===== src/rtl/vtg_pkg.sv =====
package vtg_pkg;
  localparam int CNT_W     = 11;
  localparam int DATA_W    = 32;
  localparam int STOP_LSB  = DATA_W / 2;
  localparam int NUM_PAIRS = 4;
  localparam int HALF_PAIRS = NUM_PAIRS / 2;

  // pair slots: odd set first, even set offset by HALF_PAIRS
  localparam int PAIR_BLANK = 0;
  localparam int PAIR_SYNC  = 1;

  localparam int CTRL_ADDR  = 0;
  localparam int TOTAL_ADDR = 1;
  localparam int PAIR_BASE  = 2;

  typedef struct packed {
    logic [CNT_W-1:0] stopVal;
    logic [CNT_W-1:0] startVal;
  } edgePair_t;

  typedef struct packed {
    logic step;
    logic wrap;
    logic load;
    logic useEven;
  } ctrlStrobe_t;
endpackage


===== src/rtl/vtg_ctrl.sv =====
module vtg_ctrl
  import vtg_pkg::*;
#(
  parameter int ADDR_W = 3
) (
  input  logic              clk,
  input  logic              rstN,
  input  logic              lineEnd,
  input  logic              midLine,
  input  logic              interlaceEn,
  input  logic              atTotal,
  input  logic              wrEn,
  input  logic [ADDR_W-1:0] wrAddr,
  input  logic              wrUpdBit,
  output ctrlStrobe_t       stb,
  output logic              fieldEven,
  output logic              updPending
);
  localparam logic [ADDR_W-1:0] CTRL_SEL = ADDR_W'(CTRL_ADDR);

  logic stepNow;
  logic wrapNow;
  logic updReq;

  // half-line strobes only count while interlaced
  assign stepNow = lineEnd | (interlaceEn & midLine);
  assign wrapNow = stepNow & atTotal;
  assign updReq  = wrEn & (wrAddr == CTRL_SEL) & wrUpdBit;

  always_comb begin
    stb.step    = stepNow;
    stb.wrap    = wrapNow;
    stb.load    = wrapNow & updPending;
    stb.useEven = interlaceEn & fieldEven;
  end

  always_ff @(posedge clk) begin
    if (!rstN) begin
      fieldEven <= 1'b0;
    end else if (wrapNow) begin
      fieldEven <= interlaceEn ? ~fieldEven : 1'b0;
    end
  end

  // a request written in the loading clock survives to the next wrap
  always_ff @(posedge clk) begin
    if (!rstN) begin
      updPending <= 1'b0;
    end else begin
      if (stb.load) updPending <= 1'b0;
      if (updReq)   updPending <= 1'b1;
    end
  end
endmodule


===== src/rtl/vtg_datapath.sv =====
module vtg_datapath
  import vtg_pkg::*;
#(
  parameter int ADDR_W = 3
) (
  input  logic              clk,
  input  logic              rstN,
  input  ctrlStrobe_t       stb,
  input  logic              wrEn,
  input  logic [ADDR_W-1:0] wrAddr,
  input  logic [CNT_W-1:0]  wrStart,
  input  logic [CNT_W-1:0]  wrStop,
  output logic              atTotal,
  output logic [CNT_W-1:0]  vCount,
  output logic [CNT_W-1:0]  totalAct,
  output edgePair_t         blankSel,
  output edgePair_t         syncSel,
  output logic              vBlank,
  output logic              vSync
);
  localparam logic [ADDR_W-1:0] TOTAL_SEL = ADDR_W'(TOTAL_ADDR);

  logic [CNT_W-1:0] totalPend;
  edgePair_t        pairPend [NUM_PAIRS];
  edgePair_t        pairAct  [NUM_PAIRS];

  // total: shadow and active copy
  always_ff @(posedge clk) begin
    if (!rstN) begin
      totalPend <= '0;
      totalAct  <= '0;
    end else begin
      if (wrEn && wrAddr == TOTAL_SEL) totalPend <= wrStart;
      if (stb.load) totalAct <= totalPend;
    end
  end

  // start/end pairs: shadow and active copies
  always_ff @(posedge clk) begin
    if (!rstN) begin
      for (int i = 0; i < NUM_PAIRS; i++) begin
        pairPend[i] <= '0;
        pairAct[i]  <= '0;
      end
    end else begin
      for (int i = 0; i < NUM_PAIRS; i++) begin
        if (wrEn && wrAddr == ADDR_W'(PAIR_BASE + i)) begin
          pairPend[i].startVal <= wrStart;
          pairPend[i].stopVal  <= wrStop;
        end
        if (stb.load) pairAct[i] <= pairPend[i];
      end
    end
  end

  // vertical position counter
  assign atTotal = (vCount == totalAct);

  always_ff @(posedge clk) begin
    if (!rstN) begin
      vCount <= '0;
    end else if (stb.step) begin
      vCount <= stb.wrap ? '0 : vCount + 1'b1;
    end
  end

  // one compare stage per output signal (blank, sync)
  for (genvar k = 0; k < 2; k++) begin : g_edge
    localparam int ODD_IDX  = (k == 0) ? PAIR_BLANK : PAIR_SYNC;
    localparam int EVEN_IDX = ODD_IDX + HALF_PAIRS;

    edgePair_t sel;
    logic      q;

    assign sel = stb.useEven ? pairAct[EVEN_IDX] : pairAct[ODD_IDX];

    always_ff @(posedge clk) begin
      if (!rstN) begin
        q <= 1'b0;
      end else if (vCount == sel.stopVal) begin
        q <= 1'b0;
      end else if (vCount == sel.startVal) begin
        q <= 1'b1;
      end
    end
  end

  assign blankSel = g_edge[0].sel;
  assign syncSel  = g_edge[1].sel;
  assign vBlank   = g_edge[0].q;
  assign vSync    = g_edge[1].q;
endmodule


===== src/rtl/vert_timing_gen.sv =====
module vert_timing_gen
  import vtg_pkg::*;
#(
  parameter int ADDR_W = 3
) (
  input  logic              clk,
  input  logic              rstN,
  input  logic              lineEnd,
  input  logic              midLine,
  input  logic              interlaceEn,
  input  logic              wrEn,
  input  logic [ADDR_W-1:0] wrAddr,
  input  logic [DATA_W-1:0] wrData,
  output logic              vBlank,
  output logic              vSync,
  output logic              fieldEven,
  output logic [CNT_W-1:0]  vCount,
  output logic              updPending
);
  ctrlStrobe_t      stb;
  logic             atTotal;
  logic [CNT_W-1:0] totalAct;
  edgePair_t        blankSel;
  edgePair_t        syncSel;
  logic [CNT_W-1:0] wrStart;
  logic [CNT_W-1:0] wrStop;
  logic             unusedRsvd;

  assign wrStart    = wrData[CNT_W-1:0];
  assign wrStop     = wrData[STOP_LSB +: CNT_W];
  assign unusedRsvd = ^{wrData[DATA_W-1:STOP_LSB+CNT_W], wrData[STOP_LSB-1:CNT_W]};

  vtg_ctrl #(.ADDR_W(ADDR_W)) u_ctrl (
    .clk        (clk),
    .rstN       (rstN),
    .lineEnd    (lineEnd),
    .midLine    (midLine),
    .interlaceEn(interlaceEn),
    .atTotal    (atTotal),
    .wrEn       (wrEn),
    .wrAddr     (wrAddr),
    .wrUpdBit   (wrData[0]),
    .stb        (stb),
    .fieldEven  (fieldEven),
    .updPending (updPending)
  );

  vtg_datapath #(.ADDR_W(ADDR_W)) u_dp (
    .clk     (clk),
    .rstN    (rstN),
    .stb     (stb),
    .wrEn    (wrEn),
    .wrAddr  (wrAddr),
    .wrStart (wrStart),
    .wrStop  (wrStop),
    .atTotal (atTotal),
    .vCount  (vCount),
    .totalAct(totalAct),
    .blankSel(blankSel),
    .syncSel (syncSel),
    .vBlank  (vBlank),
    .vSync   (vSync)
  );
endmodule


===== config.mk =====
export PLATFORM = sky130hd
export DESIGN_NAME = vert_timing_gen
export DESIGN_NICKNAME = d
export VERILOG_FILES = /design/src/rtl/vtg_pkg.sv /design/src/rtl/vtg_ctrl.sv /design/src/rtl/vtg_datapath.sv /design/src/rtl/vert_timing_gen.sv
export SDC_FILE = /design/constraint.sdc
export NUM_CORES = 1
export LEC_CHECK = 0
export ABC_CLOCK_PERIOD_IN_PS = 4510
export BUFFER_PORTS_ARGS = -buffer_cell sky130_fd_sc_hd__buf_4
export CELL_PAD_IN_SITES_DETAIL_PLACEMENT = 0
export CELL_PAD_IN_SITES_GLOBAL_PLACEMENT = 1
export CORE_MARGIN = 5
export CORE_UTILIZATION = 45
export CTS_BUF_LIST = sky130_fd_sc_hd__clkbuf_4 sky130_fd_sc_hd__clkbuf_8
export CTS_CLUSTER_SIZE = 14
export DETAILED_ROUTE_END_ITERATION = 10
export GPL_TIMING_DRIVEN = 0
export HOLD_SLACK_MARGIN = 0.1
export PLACE_DENSITY = 0.84
export SLEW_MARGIN = 20
export SYNTH_ARGS = -nofsm -noshare
export SYNTH_HDL_FRONTEND = slang
export SYNTH_HIERARCHICAL = 1
export SYNTH_SLANG_ARGS = --single-unit
export TNS_END_PERCENT = 50

===== constraint.sdc =====
create_clock -name clk -period 4.51 [get_ports clk]
set_input_delay 0.902 -clock clk [delete_from_list [all_inputs] [get_ports clk]]
set_output_delay 0.902 -clock clk [all_outputs]
set_load 0.05 [all_outputs]

Word-level counts from Yosys, hierarchy flattened
Memories as Yosys holds them, arrays and structs flattened.
Cells that the tools add are included.
{ "word_totals": {"ff_bits": 37, "wordCells": 84, "mem_count": 2, "ram_bits": 176, "inputBits": 41} }
{ "mem_list": {"columns": ["memory", "words", "word_bits", "read_ports", "rd_ports_with_merged_regs", "wr", "line", "rtl"], "rows": [
  ["u_dp.pairAct", 4, 22, 4, 0, 4, "vtg_datapath.sv:25", "edgePair_t pairAct [NUM_PAIRS];"],
  ["u_dp.pairPend", 4, 22, 4, 0, 4, "vtg_datapath.sv:24", "edgePair_t pairPend [NUM_PAIRS];"]
]} }
{ "classes": {"n_reduce_logical": 9, "n_addsub": 1, "eq_ne": 10, "bitwise": 21, "n_mux": 34} }
{ "ops": {"columns": ["cell", "count"], "rows": [
  ["$mux W22", 6],
  ["$mux W11", 9],
  ["$eq A11 B11 Y1", 5],
  ["$mux W1", 19],
  ["$or A1 B1 Y1", 13],
  ["$add A11 B1 Y11 const B", 1],
  ["$and A1 B1 Y1", 6],
  ["$eq A3 B2 Y1 const B", 2],
  ["$eq A3 B3 Y1 const B", 2],
  ["$logic_and A1 B1 Y1", 5],
  ["$reduce_or A2 Y1", 2],
  ["$eq A3 B1 Y1 const B", 1],
  ["$logic_not A3 Y1", 1],
  ["$not A1 Y1", 2],
  ["$reduce_bool A2 Y1", 1]
]} }

Longest topological paths before layout
{ "depth": {"ltp_word": 8, "mapped_depth": 10, "ltp_nobuf": 7} }

Modules after synthesis
Netlist, hierarchy kept.
{ "modules_own_cells": {"columns": ["module", "cells_per_inst", "n_inst", "area_per_inst_um2"], "rows": [
  ["vtg_datapath", 669, 1, 9148.8],
  ["vtg_ctrl", 15, 1, 125.1]
]} }

Worst setup path before layout
Ideal clock, no wire load.
{ "synth_timing": {"path_type": "register to register", "start": "reg u_dp.vCount[0]", "end": "mem u_dp/pairAct[0][0] (netlist name), enable pin", "synth_period_minus_slack_ns": 4.761, "setup_time_ns": 0.462, "path_slack_ns": -0.251, "path_stages_with_launch": 9, "required_time_ns": 4.048, "t_arrival_ns": 4.299, "cell_sequence": "dfxtp_1 > clkbuf_1 > xnor2_1 > nand4_1 > nor3_1 > and3_1 > buf_2 > clkbuf_1 > nand2b_1"} }
{ "synth_lines": {"columns": ["item", "line", "rtl"], "rows": [
  ["from (decl)", "vtg_datapath.sv:14", "output logic [CNT_W-1:0] vCount,"],
  ["from (signal assigned)", "vtg_datapath.sv:63", "vCount <= stb.wrap ? '0 : vCount + 1'b1;"],
  ["to (decl)", "vtg_datapath.sv:25", null]
]} }

==> flow_metrics.py <==
metrics = {
    "power": {
        "vdd_ir_drop_max_v": 0.0001438,
        "p_per_area_nw_per_um2": 381.5,
        "p_leak_nw": 4.240,
    },
    "cts": {
        "cts_tree": "built",
        "cts_buffers": 34,
        "ctsHoldBuffers": 0,
        "path_clk_slew_ps": 60,
        "clock_path_buffers": 3,
        "ctsResizeCount": 0,
        "cts.htree.levels": 2,
        "root_buffer": "clkbuf_8",
        "clock_latency_ps": 510,
        "cts_num_sinks": 213,
        "post_cts_buffers": 0,
    },
    "worst_setup_path": {
        "r2r_slack_ps": 770,
        "critPathKind": "register to register",
        "crit_path_end_kind": "register",
        "startpoint_type": "register",
        "worstPathArrival_ps": 3920,
        "path_max_fanout": 46,
        "worstPathRequired_ps": 4690,
    },
    "synth": {
        "yosysMostFrequentCell": "edfxtp_1",
        "async_flop_share": 0,
        "seq_area_frac_synth": 0.6498,
        "synthTopCellsByArea": "edfxtp_1, dfxtp_1, and2_1",
        "synth_top_cell_area_share": 0.5699,
        "synth_edf_count": 176,
        "syn-num-nets": 726,
        "synthTopCellsByCount": "edfxtp_1, and2_1, and3_1",
        "ys_warn_count": 6,
        "syn-instance-count": 684,
        "syn_area_um2": 9274,
        "synth.distinct_cells": 34,
        "synth_flop_cell": "edfxtp_1",
        "synth.avg_cell_area_um2": 13.56,
        "synth_top_area_cell": "edfxtp_1",
        "ys_ff_latch": 213,
    },
    "detailed_routing": {
        "postRouteAntennaNets": 0,
        "routed_wl_um": 19150,
        "wl_per_cell_um": 18.02,
        "drt_iter0_markers": 415,
        "via_per_inst": 5.119,
        "vias": 5441,
        "dr.pass1.iters": 4,
        "drc": 0,
    },
    "sta": {
        "setup_viol": 0,
        "clock_skew_ps": 23.99,
        "slew-limit-headroom": 0.4118,
        "setup_ws_ps": 772.5,
        "slew_viol_final": 0,
        "finalCritPeriodShare": 0.8287,
        "worstMarginPinSlew_ps": 882.2,
        "rsz0062_at_grt": "no",
        "final_hold_viol_count": 0,
        "max_freq_mhz": 267.6,
        "period_minus_slack_ps": 3738,
        "fin_tns_setup_ps": 0,
    },
    "finish": {
        "nNetsFinal": 812,
        "fin_util": 0.5290,
        "syn_to_final_growth_pct": 15.42,
        "final_layout_size_suffix_gt1_frac": 0.2169,
        "antennaDiodeCount": 0,
    },
    "grt": {
        "grt_max_degree": 47,
        "grt_util_all_layers": 0.1645,
        "grt_overflow": 0,
        "antenna_found_initial": 0,
        "grt_pass1_vias": 5634,
        "grt_pass1_wl_um": 30260,
    },
    "job": {
        "drv_cap": 0,
    },
    "floorplan": {
        "coreArea_um2": 20230,
        "ios": 56,
        "die_h_um": 153.6,
        "floorplan.rows": 52,
        "dieArea_um2": 23580,
        "die_x_um": 153.6,
        "start_util": 0.4583,
    },
    "min_path": {
        "hold_path.class": "register to register",
    },
    "placed_design": {
        "gp_congestion": 0.8059,
        "dp_slack_ps": 789.8,
        "io_buffers": 45,
        "hpwl_um": 13870,
    },
    "outcome": {
        "status": "completed",
    },
}
==> area by class of cell <==
cell class | count | area, um2
Buffer | 54 | 250.2
Clock buffer | 49 | 611.8
Clock inverter | 10 | 47.55
Fill cell | 1698 | 9530
Multi-Input combinational cell | 417 | 3020
Sequential cell | 213 | 6026
Tap cell | 270 | 337.8
Timing Repair Buffer | 50 | 410.4
==> worst max-delay path, stage by stage (launching register included) <==
cell      delay (ps)
dfxtp_1          320
clkbuf_1         670
xnor2_1          210
nand3_1          100
nor3_1           280
and3_1           190
buf_2            280
clkbuf_1         400
nand2b_4         610
buf_12           300
==> cells in the final DEF, fill, tap and decap left out, types with 2 or more instances in the layout <==
master,count
dfxtp_1,37
nand4_1,11
and2_1,90
mux2i_1,13
clkinv_1,4
nor2b_1,11
buf_8,2
nand2b_1,3
buf_4,49
nor2_1,17
nand3_1,4
a21boi_0,11
nor3_1,5
xor2_1,30
buf_6,3
clkbuf_4,10
and4_1,3
o31ai_1,2
edfxtp_1,176
nand3b_1,3
mux2_2,36
clkinv_2,5
clkbuf_1,39
clkbuf_8,39
buf_1,2
buf_12,2
a31oi_1,2
o21ai_2,4
nand2_1,30
xnor2_1,35
mux2_4,8
nor4_2,4
buf_2,7
and3_1,89
==> where the power goes <==
group	internal [W]	leakage [nW]	switching [W]
logic	0.000114	1.83	0.000167
registers	0.00222	2.06	0.0000242
clock network	0.000871	0.352	0.000691
total	0.00320	4.24	0.000882
==> metrics by stage <==
stage	hold WS [ps]	instances	power [W]	cell area, um2
after floorplan	443.1	684	0.002454	9276
after global placement	452.4	999	0.002548	9952
after detailed placement	455.4	1004	0.002563	10040
after CTS	463.3	1063	0.004117	10700
after global routing	475.7	1063	0.004249	10700
final	462.4	1063	0.004084	10700
==> worst paths after layout <==
check,start,end,depth (start not counted)
worst max register to register,u_dp/vCount[8],u_dp/pairAct[0][10],9
worst max-delay path,u_dp/vCount[8],u_dp/pairAct[0][10],9
worst min-delay path,u_ctrl/updPending,u_ctrl/updPending,2
worst min register to register,u_ctrl/updPending,u_ctrl/updPending,2
==> per-layer routing <==
| metal | vias to the layer above | GRT usage | share of wire |
|---|---|---|---|
| li1 | 2605 | - | - |
| met1 | 2623 | 0.2165 | 0.43 |
| met2 | 169 | 0.2689 | 0.47 |
| met3 | 44 | 0.03485 | 0.067 |
| met4 | 0 | 0.06392 | 0.033 |
| met5 | - | 0 | 0 |
==> kinds of logic after synthesis <==
kind of cell    after synthesis  synth area share
simple gates                273            0.1744
mux                          57           0.07070
fa+ha+maj                     1          0.001349
xor+xnor                     65           0.06139
compound gates               21           0.01538
buf+inv                      54           0.02698
flops                       213            0.6498
==> registers in the layout, indices dropped and copies added (netlist names) <==
name and flops:
u_dp/pairAct 88, u_dp/pairPend 88, u_dp/totalAct 11, u_dp/totalPend 11, u_dp/vCount 11, u_ctrl/fieldEven 1
u_ctrl/updPending 1, u_dp/vBlank 1, u_dp/vSync 1
Note: power is estimated with default switching activity, not from simulation.
